==> src/rtl/acc_chain_pkg.sv <==
package acc_chain_pkg;
  typedef struct packed {
    logic negate;
    logic accum;
    logic ldconst;
  } acc_ctrl_t;
endpackage

==> src/rtl/acc_delay.sv <==
module acc_delay #(
  parameter int W  = 8,
  parameter bit EN = 1'b1
) (
  input  logic         clk_i,
  input  logic         rst_ni,
  input  logic [W-1:0] d_i,
  output logic [W-1:0] q_o
);
  if (EN) begin : g_reg
    logic [W-1:0] q_q;
    always_ff @(posedge clk_i or negedge rst_ni) begin
      if (!rst_ni) q_q <= '0;
      else         q_q <= d_i;
    end
    assign q_o = q_q;
  end else begin : g_wire
    assign q_o = d_i;
  end
endmodule

==> src/rtl/acc_core.sv <==
module acc_core
  import acc_chain_pkg::*;
#(
  parameter int ACC_W      = 64,
  parameter int RND_N      = 15,
  parameter bit DOUBLE_ACC = 1'b0
) (
  input  logic             clk_i,
  input  logic             rst_ni,
  input  acc_ctrl_t        ctrl_i,
  input  logic [ACC_W-1:0] sum_i,
  input  logic [ACC_W-1:0] chain_i,
  output logic [ACC_W-1:0] result_o
);
  localparam logic [ACC_W-1:0] RND_CONST = ACC_W'(1) << RND_N;

  logic [ACC_W-1:0] res_q, prev, fb, term;

  if (DOUBLE_ACC) begin : g_dbl
    logic [ACC_W-1:0] hold_q;
    always_ff @(posedge clk_i or negedge rst_ni) begin
      if (!rst_ni) hold_q <= '0;
      else         hold_q <= res_q;
    end
    assign prev = hold_q;
  end else begin : g_sgl
    assign prev = res_q;
  end

  always_comb begin
    if (ctrl_i.ldconst)    fb = RND_CONST;
    else if (ctrl_i.accum) fb = prev;
    else                   fb = '0;
    term = ctrl_i.negate ? (chain_i - sum_i) : (chain_i + sum_i);
  end

  always_ff @(posedge clk_i or negedge rst_ni) begin
    if (!rst_ni) res_q <= '0;
    else         res_q <= term + fb;
  end

  assign result_o = res_q;
endmodule

==> src/rtl/acc_chain_stage.sv <==
module acc_chain_stage
  import acc_chain_pkg::*;
#(
  parameter int ACC_W      = 64,
  parameter int IN_W       = 37,
  parameter int RND_N      = 15,
  parameter bit IN_REG     = 1'b1,
  parameter bit PIPE_REG   = 1'b1,
  parameter bit DOUBLE_ACC = 1'b0
) (
  input  logic             clk_i,
  input  logic             rst_ni,
  input  logic [IN_W-1:0]  sum_i,
  input  logic [ACC_W-1:0] chain_i,
  input  logic             negate_i,
  input  logic             accum_i,
  input  logic             ldconst_i,
  output logic [ACC_W-1:0] result_o,
  output logic [ACC_W-1:0] chain_o
);
  localparam int CW = $bits(acc_ctrl_t);
  localparam int BW = CW + 2 * ACC_W;

  acc_ctrl_t        ctrl_in, ctrl_d;
  logic [ACC_W-1:0] sum_ext, sum_d, chain_d;
  logic [BW-1:0]    bus_in, bus_mid, bus_out;

  assign ctrl_in = '{negate: negate_i, accum: accum_i, ldconst: ldconst_i};
  assign sum_ext = {{(ACC_W-IN_W){sum_i[IN_W-1]}}, sum_i};
  assign bus_in  = {ctrl_in, sum_ext, chain_i};

  acc_delay #(.W(BW), .EN(IN_REG)) in_stg_i (
    .clk_i(clk_i), .rst_ni(rst_ni), .d_i(bus_in), .q_o(bus_mid));

  acc_delay #(.W(BW), .EN(PIPE_REG)) pipe_stg_i (
    .clk_i(clk_i), .rst_ni(rst_ni), .d_i(bus_mid), .q_o(bus_out));

  assign {ctrl_d, sum_d, chain_d} = bus_out;

  acc_core #(.ACC_W(ACC_W), .RND_N(RND_N), .DOUBLE_ACC(DOUBLE_ACC)) core_i (
    .clk_i(clk_i), .rst_ni(rst_ni), .ctrl_i(ctrl_d),
    .sum_i(sum_d), .chain_i(chain_d), .result_o(result_o));

  assign chain_o = result_o;
endmodule

==> config.mk <==
export PLATFORM = sky130hd
export DESIGN_NAME = acc_chain_stage
export DESIGN_NICKNAME = d
export VERILOG_FILES = /design/src/rtl/acc_chain_pkg.sv /design/src/rtl/acc_delay.sv /design/src/rtl/acc_core.sv /design/src/rtl/acc_chain_stage.sv
export SDC_FILE = /design/constraint.sdc
export NUM_CORES = 1
export LEC_CHECK = 0
export BUFFER_PORTS_ARGS = -buffer_cell sky130_fd_sc_hd__clkbuf_2
export CAP_MARGIN = 20
export CORE_MARGIN = 10
export CORE_UTILIZATION = 43
export DETAILED_ROUTE_END_ITERATION = 6
export PLACE_DENSITY_LB_ADDON = 0.12
export SLEW_MARGIN = 10
export SYNTH_ARGS = -nofsm -noshare
export SYNTH_HDL_FRONTEND = slang
export SYNTH_SLANG_ARGS = --single-unit
==> constraint.sdc <==
create_clock -name clk_i -period 15.3 [get_ports clk_i]
set_input_delay 3.06 -clock clk_i [delete_from_list [all_inputs] [get_ports clk_i]]
set_output_delay 3.06 -clock clk_i [all_outputs]
set_load 0.005 [all_outputs]
-- Word-level counts from Yosys, hierarchy flattened
Index checks and enable logic that the tools add are counted.
- register bits: 326
- input bits: 106
- $add $sub $neg: 3
- muxes and demuxes: 3
- operators by type and width (operator ; number):
    $mux 64 ; 3
    $add 64x64->64 ; 2
    $sub 64x64->64 ; 1

-- Longest topological paths before layout
Gate-level depths: netlist (run 1).
- word-level depth: 3
- depth in mapped cells: 31

-- By module
From an unflattened synthesis (run 1), not the netlist that was laid out.
- cell total of the unflattened synthesis: 1768
- area, all modules: 17763.3 µm²
- by module, submodules not included (module ; instances ; cells an instance ; area an instance (µm²) ; seq. area each (µm²)):
    acc_core ; 1 ; 1442 ; 10726.5 ; 1601.5
    acc_delay ; 2 ; 131 ; 3278.1 ; 3278.1
    acc_chain_stage ; 1 ; 64 ; 480.5 ; 0.0

-- Worst setup path after synthesis (run 1)
No wires, ideal clock.
- path kind: register to register
- start: register pipe_stg_i.g_reg.q_q[77] (netlist: pipe_stg_i.q_o[77])
- end: register core_i.res_q[62] (netlist: core_i.result_o[62])
- data arrival time: 6.433 ns
- path slack: 8.726 ns
- cell stages (with the launch flop): 30
- path buffers: 1
- period minus slack after synthesis: 6.574 ns
- cell sequence: dfrtp_1 or4_1 nor4_2 nand3b_1 nor4_1 nor2b_1 nor2_1 xnor2_1 ha_1 clkbuf_1 and3_1 and4_1 nand4_1 or3_1 o21ba_2 o31ai_1 a31oi_1 o31ai_1 xor2_1 ha_1 a21o_1 a21oi_1 nor2_1 o21ai_0 nand2b_1 a21oi_1 o21bai_1 a21oi_1 o41ai_1 xor2_1
- word-level cells in the longest chain between the ends: 3
- elaborated cells on any way between the ends: 4
- those cells by class: add/sub: 3; mux: 1
- RTL lines (item ; RTL line ; source):
    start: declaration ; acc_delay.sv:11 ; logic [W-1:0] q_q;
    start signal: assignment ; acc_delay.sv:14 ; else q_q <= d_i;
    $add 64x64->64 or $sub 64x64->64 (tied branches) ; acc_core.sv:34 ; term = ctrl_i.negate ? (chain_i - sum_i) : (chain_i + sum_i);
    $mux 64 (*) ; acc_core.sv:34 ;
    $add 64x64->64 (*) ; acc_core.sv:39 ; else res_q <= term + fb;
    end signal: assignment ; acc_core.sv:39 ;
    end: declaration ; acc_core.sv:17 ; logic [ACC_W-1:0] res_q, prev, fb, term;
Mark *: on every way between the ends. The rest lies on a longest branch, timed or not.

-- Worst setup path in the final report (run 1)
- start: register pipe_stg_i.g_reg.q_q[78] (netlist: pipe_stg_i.q_o[78])
- end: register core_i.res_q[63] (netlist: core_i.result_o[63])
Same word-level chain as after synthesis.

==> out/qor.csv, run 1 <==
metric,value,unit
grt_start_max_net_pins,84,
die_area,45500,um2
start_kind,flop,
first_global_vias,12000,
switching_share,37.5,%
firstDrtPassIters,5,
endpoint_kind,flop,
post_cts_buffers,0,
root_buffer,clkbuf_16,
clock.fmax,0.124,GHz
design_area,18100,um2
grt_usage,18.8,%
clk_pin_slew,0.06,ns
finalSetupViolCount,0,
ys_types,67,
grt_pass1_wl,67700,um
critPathMaxFanout,16,
yosys_warnings,0,
leakage,0.00866,uW
die_w,213,um
synth_edf_count,0,
dr.first_iter.drc_count,831,
synth_fp_nets,1881,
p_sw,1050,uW
status,finished clean,
rsz0062_at_grt,no,
cts_max_path_buffers,3,
cts-htree-levels,1,
place_hpwl,34400,um
maxCapViolations,0,
relSlewSlack,33.8,%
arrival,8.50,ns
finalMaxSlewViolations,0,
cts_hold_buf,0,
p_int,1750,uW
synthArstFlopShare,100,%
cts_tree,yes,
row_count,70,
hold_class,flop to flop,
clk_latency,0.59,ns
syn_to_final_growth,13.1,%
ant_nets,0,
drive_above_1_share,16.7,%
io_buffers,233,
finalSetupTns,0,ns
cts.repair.resized,0,
cts_buffers,30,
clkPwrFrac,26.5,%
tightest_slew,0.986,ns
globalplace.congestion,0.907,
nFillCells,3392,
fin_skew,0.0184,ns
cpMaxStageDelayCell,nor4_1,
netlist_area,16100,um2
finalHoldViolations,0,
antenna_cells,0,
power_frac_comb,40.2,%
num_io_pins,234,
powerDensity,155,nW/um2
critPathRequiredTime,15.75,ns
irDropWorstVdd,81.1,uV
finalCriticalPeriod,8.05,ns
ys_ff_latch,272,
routed_via_density,5.41,
path_class,flop to flop,
synth_area_per_cell,9.75,um2
r2r_setup_slack,7.25,ns
antenna_found_initial,0,
synth_cells,1646,
die_y,213,um
avgRoutedWirePerCell,18.9,um
overflow,0,
seqPwrFrac,33.3,%
path_cells,or4_1 > nor4_2 > nand3b_1 > nor4_1 > a21oi_1 > xnor2_1 > ha_1 > nand2_1 > nor4b_1 > o311ai_0 > nand3_1 > a31oi_1 > xnor2_1 > ha_1 > nand4_1 > nor3_1 > nand3_1 > a211oi_1 > o211ai_1 > a21oi_1 > a31oi_1 > o21ai_0 > a31oi_1 > xnor2_1,
slowest_delay,0.82,ns
finalCritPeriodShare,52.6,%
fin_nets,2018,
drc,0,
synth_seq_area_share,42.4,%
vias,12300,
dpl-instance-area,17100,um2
wirelength,43000,um
coreArea,36700,um2
clock_sinks,272,
synth_ff_type,dfrtp_1,
start_util,43.7,%
[cell type report]
cell class | count | area [um2] | share of cell area (%)
multi-input combinational | 1195 | 8330 | 45.9
sequential | 272 | 6810 | 37.5
timing repair buffer | 239 | 1220 | 6.73
clock buffer | 36 | 803 | 4.43
tap | 468 | 586 | 3.23
clock inverter | 17 | 230 | 1.27
inverter | 45 | 169 | 0.931
[power groups by stage]
stage	registers [uW]	clock network, uW	logic, uW
finish	935	745	1130
global route	954	796	1250
CTS	939	765	1130
detailed placement	949	0	1120
global placement	941	0	1130
floorplan	921	0	820
[final timing paths]
check                                                 to  depth (start not counted)                         start
min in group asynchronous     in_stg_i.q_o[64]$_DFF_PN0_                          1                        rst_ni
min                         pipe_stg_i.q_o[70]$_DFF_PN0_                          0    in_stg_i.q_o[70]$_DFF_PN0_
max in group asynchronous  core_i.result_o[53]$_DFF_PN0_                          3                        rst_ni
min reg2reg                 pipe_stg_i.q_o[70]$_DFF_PN0_                          0    in_stg_i.q_o[70]$_DFF_PN0_
max reg2reg                core_i.result_o[63]$_DFF_PN0_                         24  pipe_stg_i.q_o[78]$_DFF_PN0_
max                        core_i.result_o[63]$_DFF_PN0_                         24  pipe_stg_i.q_o[78]$_DFF_PN0_
[registers in the layout, indices dropped and copies added (netlist names)]
signal	count
in_stg_i.q_o	104
pipe_stg_i.q_o	104
core_i.result_o	64
[critical path, delay by kind of cell, from the launching register on]
family                   cells  cell delay [ns]
AO/OA/AOI/OAI                9             2.31
XOR/XNOR                     3             0.48
adder cells (fa/ha/maj)      2             0.89
flip-flops                   1             0.38
AND/OR/NAND/NOR             10             3.85
[routing by layer]
| metal | up-vias | track usage (%) | part of all wire, % |
|---|---|---|---|
| met3 | 48 | 2.52 | 5.7 |
| met4 | 0 | 4.20 | 1.7 |
| li1 | 6079 | - | - |
| met5 | - | 0 | 0 |
| met2 | 368 | 25.7 | 40 |
| met1 | 5796 | 30.0 | 53 |
[Yosys cell counts, types with 6 or more instances]
| master | number | share of area (%) |
|---|---|---|
| a21boi_0 | 8 | 0.37 |
| o211ai_1 | 9 | 0.42 |
| ha_1 | 127 | 9.9 |
| xnor2_1 | 109 | 5.9 |
| o31ai_1 | 7 | 0.33 |
| nor2b_1 | 20 | 0.78 |
| or3_1 | 8 | 0.31 |
| o21bai_1 | 26 | 1.2 |
| dfrtp_1 | 272 | 42 |
| buf_4 | 64 | 3.0 |
| nand2b_1 | 12 | 0.47 |
| mux2i_1 | 13 | 0.81 |
| a211o_1 | 6 | 0.33 |
| xor2_1 | 46 | 2.5 |
| or4_1 | 6 | 0.28 |
| and2_1 | 66 | 2.6 |
| nor3_1 | 28 | 0.87 |
| nor2_1 | 100 | 2.3 |
| and3_1 | 15 | 0.58 |
| a21o_1 | 72 | 3.4 |
| nand3_1 | 19 | 0.59 |
| o41ai_1 | 15 | 0.82 |
| a211oi_1 | 8 | 0.37 |
| o21ai_0 | 74 | 2.3 |
| nand2_1 | 98 | 2.3 |
| clkbuf_1 | 64 | 1.5 |
| inv_1 | 45 | 1.1 |
| a31oi_1 | 18 | 0.70 |
| o31a_1 | 8 | 0.44 |
| a21oi_1 | 162 | 5.1 |
| nand4_1 | 32 | 1.2 |
| nor4_1 | 6 | 0.23 |
| o21a_1 | 16 | 0.75 |
[metrics by stage]
| step | hold WS [ns] | setup WS [ns] | instances | utilization, % | power [uW] |
|---|---|---|---|---|---|
| CTS | 0.347 | 7.27 | 2271 | 49.4 | 2830 |
| global route | 0.352 | 6.64 | 2272 | 49.5 | 3000 |
| global placement | 0.332 | 7.39 | 2218 | 46.6 | 2070 |
| detailed placement | 0.335 | 7.34 | 2218 | 46.6 | 2070 |
| finish | 0.343 | 7.25 | 2272 | 49.5 | 2810 |
| floorplan | 0.331 | 8.73 | 1646 | - | 1740 |
[kinds of logic after synthesis]
| family | synth area share, % |
|---|---|
| flops | 42.4 |
| buf+inv | 5.70 |
| fa+ha+maj | 10.1 |
| simple gates | 13.7 |
| compound gates | 18.7 |
| xor+xnor | 8.46 |
| mux | 0.881 |
[cells in the final DEF, fill, tap and decap left out, drive strengths merged, types with 28 or more instances in the layout]
master	count
o21ai	74
xor2	46
nand4	32
xnor2	109
nand2	98
ha	127
nor2	100
and2	66
nor3	28
a21o	72
dfrtp	272
inv	49
clkbuf	268
a21oi	162
(Power assumes the default switching activity.)
==> run 2: changes to the inputs <==
==> constraint.sdc (replaced) <==
create_clock -name clk_i -period 6.7 [get_ports clk_i]
set_input_delay 1.34 -clock clk_i [delete_from_list [all_inputs] [get_ports clk_i]]
set_output_delay 1.34 -clock clk_i [all_outputs]
set_load 0.005 [all_outputs]
==> run 2 against run 1 <==
  * Core utilization up 2.0 points
  * Routed wire length up 0.69%
  * Die area unchanged
  * Clock power up 120%
  * Cell count up 2.7%
  * Hold slack worse by 0.0087 ns
  * Register-to-register slack worse by 6.9 ns
  * Fmax up 26%
  * Total power up 130%
  * Clock skew up 0.0093 ns
  * Sequential power up 130%
  * Non-clock buffer count up 62
  * Critical endpoint is now core_i.result_o[56]$_DFF_PN0_
==> out/qor.csv, run 2 (synthesis results as in run 1) <==
metric,value,unit,change
grt_usage,18.7,%,-0.063 points
fin_skew,0.0277,ns,+0.00930 ns
clk_pin_slew,0.06,ns,about the same
io_buffers,233,,unchanged
irDropWorstVdd,206,uV,+150%
finalHoldViolations,0,,unchanged
final_common_cell,dfrtp_1,,
cpMaxStageDelayCell,or4_4,,
globalplace.congestion,0.922,,+1.6%
cts_max_path_buffers,3,,unchanged
fin_ws,0.315,ns,-6.93 ns
place_hpwl,34500,um,+0.28%
crit_path_frequent_cell,a21oi_1,,
fin_util,51.5,%,+2.0 points
cts-htree-levels,1,,unchanged
slowest_delay,0.57,ns,-0.25 ns
cts_buffers,29,,-3.3%
die_y,213,um,unchanged
rsz0062_at_grt,yes,,
ant_nets,0,,unchanged
grt_start_max_net_pins,148,,+76%
die_area,45500,um2,unchanged
start_kind,flop,,
root_buffer,clkbuf_16,,
critPathRequiredTime,7.13,ns,-8.62 ns
nFillCells,3356,,-1.1%
start_util,43.7,%,unchanged
cts_tree,yes,,
finalSetupViolCount,0,,unchanged
hold_class,flop to flop,,
vias,12400,,+1.0%
clock_sinks,272,,unchanged
die_w,213,um,unchanged
firstDrtPassIters,5,,unchanged
drive_above_1_share,22.1,%,+5.4 points
wirelength,43300,um,+0.69%
antenna_found_initial,0,,unchanged
endpoint_kind,flop,,
syn_to_final_growth,17.6,%,
path_class,flop to flop,,
finalCritPeriodShare,95.3,%,+43 points
finalCriticalPeriod,6.38,ns,-1.67 ns
tightest_slew,1.05,ns,+0.0641 ns
first_global_vias,12100,,+0.93%
cts_hold_buf,0,,unchanged
pre_cts_ws,-0.254,ns,-7.60 ns
clk_latency,0.58,ns,about the same
avgRoutedWirePerCell,18.6,um,-1.9%
powerDensity,345,nW/um2,+120%
antenna_cells,0,,unchanged
row_count,70,,unchanged
finalMaxSlewViolations,0,,unchanged
drc,0,,unchanged
fin_nets,2079,,+3.0%
overflow,0,,unchanged
coreArea,36700,um2,unchanged
routed_via_density,5.32,,-1.6%
final_cell_mix,"dfrtp_1 (272), clkbuf_2 (232), a21oi_1 (156)",,
grt_pass1_wl,67600,um,about the same
maxCapViolations,0,,unchanged
relSlewSlack,30.0,%,-3.8 points
dr.first_iter.drc_count,785,,-5.5%
arrival,6.82,ns,-1.68 ns
num_io_pins,234,,unchanged
leakage,0.00900,uW,+4.0%
clock.fmax,0.157,GHz,+26%
critPathMaxFanout,8,,-8
status,finished clean,,
[run 2: cell types whose count changed in the layout (fill, tap and decap cells not counted), sizes merged]
cell / before / now
buf: 7 / 69
clkbuf: 268 / 266
inv: 49 / 51
bufinv: 4 / 3
clkinv: 6 / 5
clkinvlp: 3 / 4
[run 2: metrics by stage]
step,TNS [ns],instances,hold WS (ns),cell area [um2],total power [uW]
floorplan,0,1646,0.331,16100,3970
global placement,-0.583,2270,0.333,17500,4800
detailed placement,-0.652,2270,0.335,17500,4800
CTS,0,2322,0.329,18500,6480
global route,-0.0706,2333,0.350,18900,6960
finish,0,2333,0.334,18900,6520
[run 2: what timing repair did]
| item | in CTS | in global routing |
|---|---|---|
| endpoints found under the setup margin | 7 | 18 |
| cloned | 0 | 0 |
| resized for setup | 6 | 62 |
| buffers inserted | 0 | 11 |
| pin swaps | 0 | 19 |
[run 2: final timing paths]
| check | start | to | slack (ns) | depth (start not counted) |
|---|---|---|---|---|
| max in group asynchronous | rst_ni | pipe_stg_i.q_o[60]$_DFF_PN0_ | 4.64 | 2 |
| worst min-delay path | in_stg_i.q_o[40]$_DFF_PN0_ | pipe_stg_i.q_o[40]$_DFF_PN0_ | 0.33 | 0 |
| worst min register to register | in_stg_i.q_o[40]$_DFF_PN0_ | pipe_stg_i.q_o[40]$_DFF_PN0_ | 0.33 | 0 |
| worst max-delay path | pipe_stg_i.q_o[78]$_DFF_PN0_ | core_i.result_o[56]$_DFF_PN0_ | 0.32 | 26 |
| worst max register to register | pipe_stg_i.q_o[78]$_DFF_PN0_ | core_i.result_o[56]$_DFF_PN0_ | 0.32 | 26 |
| min in group asynchronous | rst_ni | in_stg_i.q_o[66]$_DFF_PN0_ | 0.79 | 1 |
[run 2: final cells by class]
type | count | area, um2 | area share (%)
inverters | 45 | 169 | 0.894
repair buffers | 301 | 1700 | 9.00
clock buffers | 34 | 764 | 4.05
multi-input cells | 1195 | 8650 | 45.8
clock inverters | 18 | 211 | 1.12
flip-flops and latches | 272 | 6810 | 36.0
well taps | 468 | 586 | 3.10
[run 2: metal layers]
metal / vias up / part of all wire, % / global-route usage (%) / wire length, um
met4: 0 / 1.7 / 4.20 / 725
met2: 324 / 40 / 25.1 / 17200
met1: 5843 / 53 / 30.2 / 22800
li1: 6199 / - / - / -
met3: 49 / 5.9 / 2.83 / 2550
met5: - / 0 / 0 / 0
[run 2: worst max-delay path: cells and delay by family, from the launching register on]
family                   cells  cell delay [ns]
flip-flops                   1             0.40
buffers and inverters        2             0.32
AO/OA/AOI/OAI                8             1.48
XOR/XNOR                     3             0.53
adder cells (fa/ha/maj)      2             0.68
AND/OR/NAND/NOR             11             2.83
[run 2: report_power, final]
part	leakage [uW]	internal (uW)	switching (uW)	total, uW
Sequential	0.00317	1910	208	2120
Clock	0.000472	944	686	1630
Combinational	0.00536	1200	1570	2760
==> run 3: changes to the inputs <==
==> constraint.sdc (replaced) <==
create_clock -name clk_i -period 6.1 [get_ports clk_i]
set_input_delay 1.22 -clock clk_i [delete_from_list [all_inputs] [get_ports clk_i]]
set_output_delay 1.22 -clock clk_i [all_outputs]
set_load 0.005 [all_outputs]
==> run 3 against run 2 <==
  * Clock skew up 0.0022 ns
  * Flip-flop and latch count unchanged
  * Sequential power up 9.9%
  * Critical path depth up 1
  * Cell count up 11%
  * Sequential share of layout area down 4.8 points
  * Non-clock buffer count up 266
  * Hold slack better by 0.00076 ns
  * Routed wire length up 7.8%
  * Count of clock-buffer cells in the layout up 4
  * Design area up 15%
  * Critical path type unchanged
  * Largest cell class unchanged
  * Largest power group unchanged
==> out/qor.csv, run 3 (synthesis results as in run 1) <==
metric,value,unit,change
root_buffer,clkbuf_16,,
fin_total_pwr,8070,uW,+24%
cts_buffers,29,,unchanged
endpoint_kind,flop,,
cts-htree-levels,1,,unchanged
start_util,43.7,%,unchanged
rsz0062_at_grt,yes,,
relSlewSlack,42.0,%,+12 points
coreArea,36700,um2,unchanged
fin_util,59.3,%,+7.8 points
globalplace.congestion,0.958,,+4.0%
finalHoldViolations,0,,unchanged
grt_pass1_wl,72100,um,+6.6%
overflow,0,,unchanged
first_global_vias,13300,,+9.4%
reg2reg_depth,27,,+3.8%
critPathRequiredTime,6.58,ns,-0.55 ns
vias,13500,,+8.7%
clock_sinks,272,,unchanged
seqPwrFrac,28.9,%,-3.7 points
switching_share,36.9,%,-0.83 points
finalSetupViolCount,0,,unchanged
finalCritPeriodShare,98.7,%,+3.4 points
tightest_slew,0.869,ns,-0.180 ns
cts_hold_buf,0,,unchanged
place_hpwl,36600,um,+6.1%
dpl-instance-area,19300,um2,+10%
finalCriticalPeriod,6.02,ns,-0.362 ns
die_y,213,um,unchanged
irDropWorstVdd,234,uV,+14%
final_common_cell,buf_4,,
grt_start_max_net_pins,146,,-1.4%
r2r_setup_slack,0.08,ns,-0.24 ns
design_area,21800,um2,+15%
ant_nets,0,,unchanged
row_count,70,,unchanged
clk_latency,0.58,ns,about the same
multiInputGateArea,9380,um2,+8.5%
clkPwrFrac,23.0,%,-2.0 points
path_class,flop to flop,,
start_kind,flop,,
syn_to_final_growth,35.6,%,
clk_pin_slew,0.06,ns,about the same
grt_usage,19.8,%,+1.1 points
antenna_found_initial,0,,unchanged
clock.fmax,0.166,GHz,+6.0%
final_cell_mix,"buf_4 (312), dfrtp_1 (272), clkbuf_2 (232)",,
cp-endpoint,core_i.result_o[60]$_DFF_PN0_,,
hold_class,flop to flop,,
avgRoutedWirePerCell,18.0,um,-3.3%
leakage,0.0106,uW,+17%
worstReg2RegStart,pipe_stg_i.q_o[78]$_DFF_PN0_,,
p_int,5090,uW,+25%
firstDrtPassIters,7,,+2
io_buffers,233,,unchanged
drive_above_1_share,37.0,%,+15 points
fin_skew,0.0300,ns,+0.00224 ns
powerDensity,371,nW/um2,+7.5%
finalMaxSlewViolations,0,,unchanged
cts_tree,yes,,
critPathLaunch,pipe_stg_i.q_o[78]$_DFF_PN0_,,
nFillCells,3192,,-4.9%
routed_via_density,5.19,,-2.5%
seq_area,6810,um2,unchanged
whs_path_depth,0,,unchanged
wirelength,46700,um,+7.8%
num_io_pins,234,,unchanged
antenna_cells,0,,unchanged
arrival,6.50,ns,-0.32 ns
maxCapViolations,0,,unchanged
p_sw,2980,uW,+21%
reg2reg_to,core_i.result_o[60]$_DFF_PN0_,,
critPathMaxFanout,4,,-4
die_area,45500,um2,unchanged
drc,0,,unchanged
die_w,213,um,unchanged
status,finished clean,,
power_frac_comb,48.1,%,+5.7 points
fin_nets,2345,,+13%
cts_max_path_buffers,3,,unchanged
dr.first_iter.drc_count,622,,-21%
-- run 3: metal layers --
layer / part of all wire (%) / up-vias / routed length (um) / GRT usage [%]
li1: - / 6719 / - / -
met1: 51 / 6407 / 23900 / 31.0
met2: 42 / 331 / 19600 / 28.4
met3: 5.8 / 42 / 2690 / 2.74
met4: 1.1 / 0 / 525 / 3.42
met5: 0 / - / 0 / 0
-- run 3: layout make-up --
class	count	share of cell area, %
well taps	468	2.69
inverters	45	0.776
clock inverters	16	0.937
clock buffers	38	3.81
flip-flops and latches	272	31.3
multi-input cells	1195	43.1
repair buffers	567	17.4
-- run 3: through the flow --
step	TNS, ns	hold WS [ns]	instances	worst slack, ns
after global placement	-0.928	0.332	2496	-0.285
after detailed placement	-1.47	0.335	2496	-0.327
after CTS	-0.0109	0.323	2559	-0.0109
after floorplan	0	0.331	1646	0.0220
final	0	0.335	2601	0.0769
after global routing	-1.66	0.327	2601	-0.237
-- run 3: critical path: stages, from the launching register on --
cell and delay, ns:
dfrtp_1 0.38, or4_4 0.55, nor4_4 0.16, nand3b_1 0.12, buf_6 0.15, nor4_4 0.20
nor2b_4 0.24, buf_6 0.12, a31oi_1 0.09, xnor2_1 0.14, ha_1 0.33, and4_4 0.26
nand4_1 0.11, or3_1 0.34, o21ba_4 0.24, o21ai_4 0.17, xor2_2 0.19, ha_1 0.28
a21o_1 0.19, a21o_1 0.16, a21oi_2 0.18, o31ai_4 0.10, nor4b_2 0.26, buf_4 0.17
o31ai_4 0.08, and3_4 0.17, o41ai_4 0.35, xnor2_1 0.16
-- run 3: worst min-delay path by stage --
stage | endpoint | slack (ns) | startpoint
after floorplan | pipe_stg_i.q_o[0]$_DFF_PN0_ | 0.33 | in_stg_i.q_o[0]$_DFF_PN0_
after global placement | pipe_stg_i.q_o[64]$_DFF_PN0_ | 0.33 | in_stg_i.q_o[64]$_DFF_PN0_
after detailed placement | pipe_stg_i.q_o[10]$_DFF_PN0_ | 0.33 | in_stg_i.q_o[10]$_DFF_PN0_
after CTS | pipe_stg_i.q_o[30]$_DFF_PN0_ | 0.32 | in_stg_i.q_o[30]$_DFF_PN0_
after global routing | pipe_stg_i.q_o[30]$_DFF_PN0_ | 0.33 | in_stg_i.q_o[30]$_DFF_PN0_
final | pipe_stg_i.q_o[30]$_DFF_PN0_ | 0.33 | in_stg_i.q_o[30]$_DFF_PN0_
-- run 3: repair_timing --
item                                    CTS  global route
endpoints found under the setup margin   11            30
gates resized for setup                  55           183
buffers inserted                          9            46
pin swaps                                 5            98
-- run 3: power groups by stage --
stage / clock network, uW / logic (uW) / registers, uW
after floorplan: 0 / 2060 / 2310
after global placement: 0 / 3440 / 2350
after detailed placement: 0 / 3430 / 2370
after CTS: 1910 / 3560 / 2340
after global routing: 1990 / 4220 / 2380
final: 1860 / 3880 / 2330
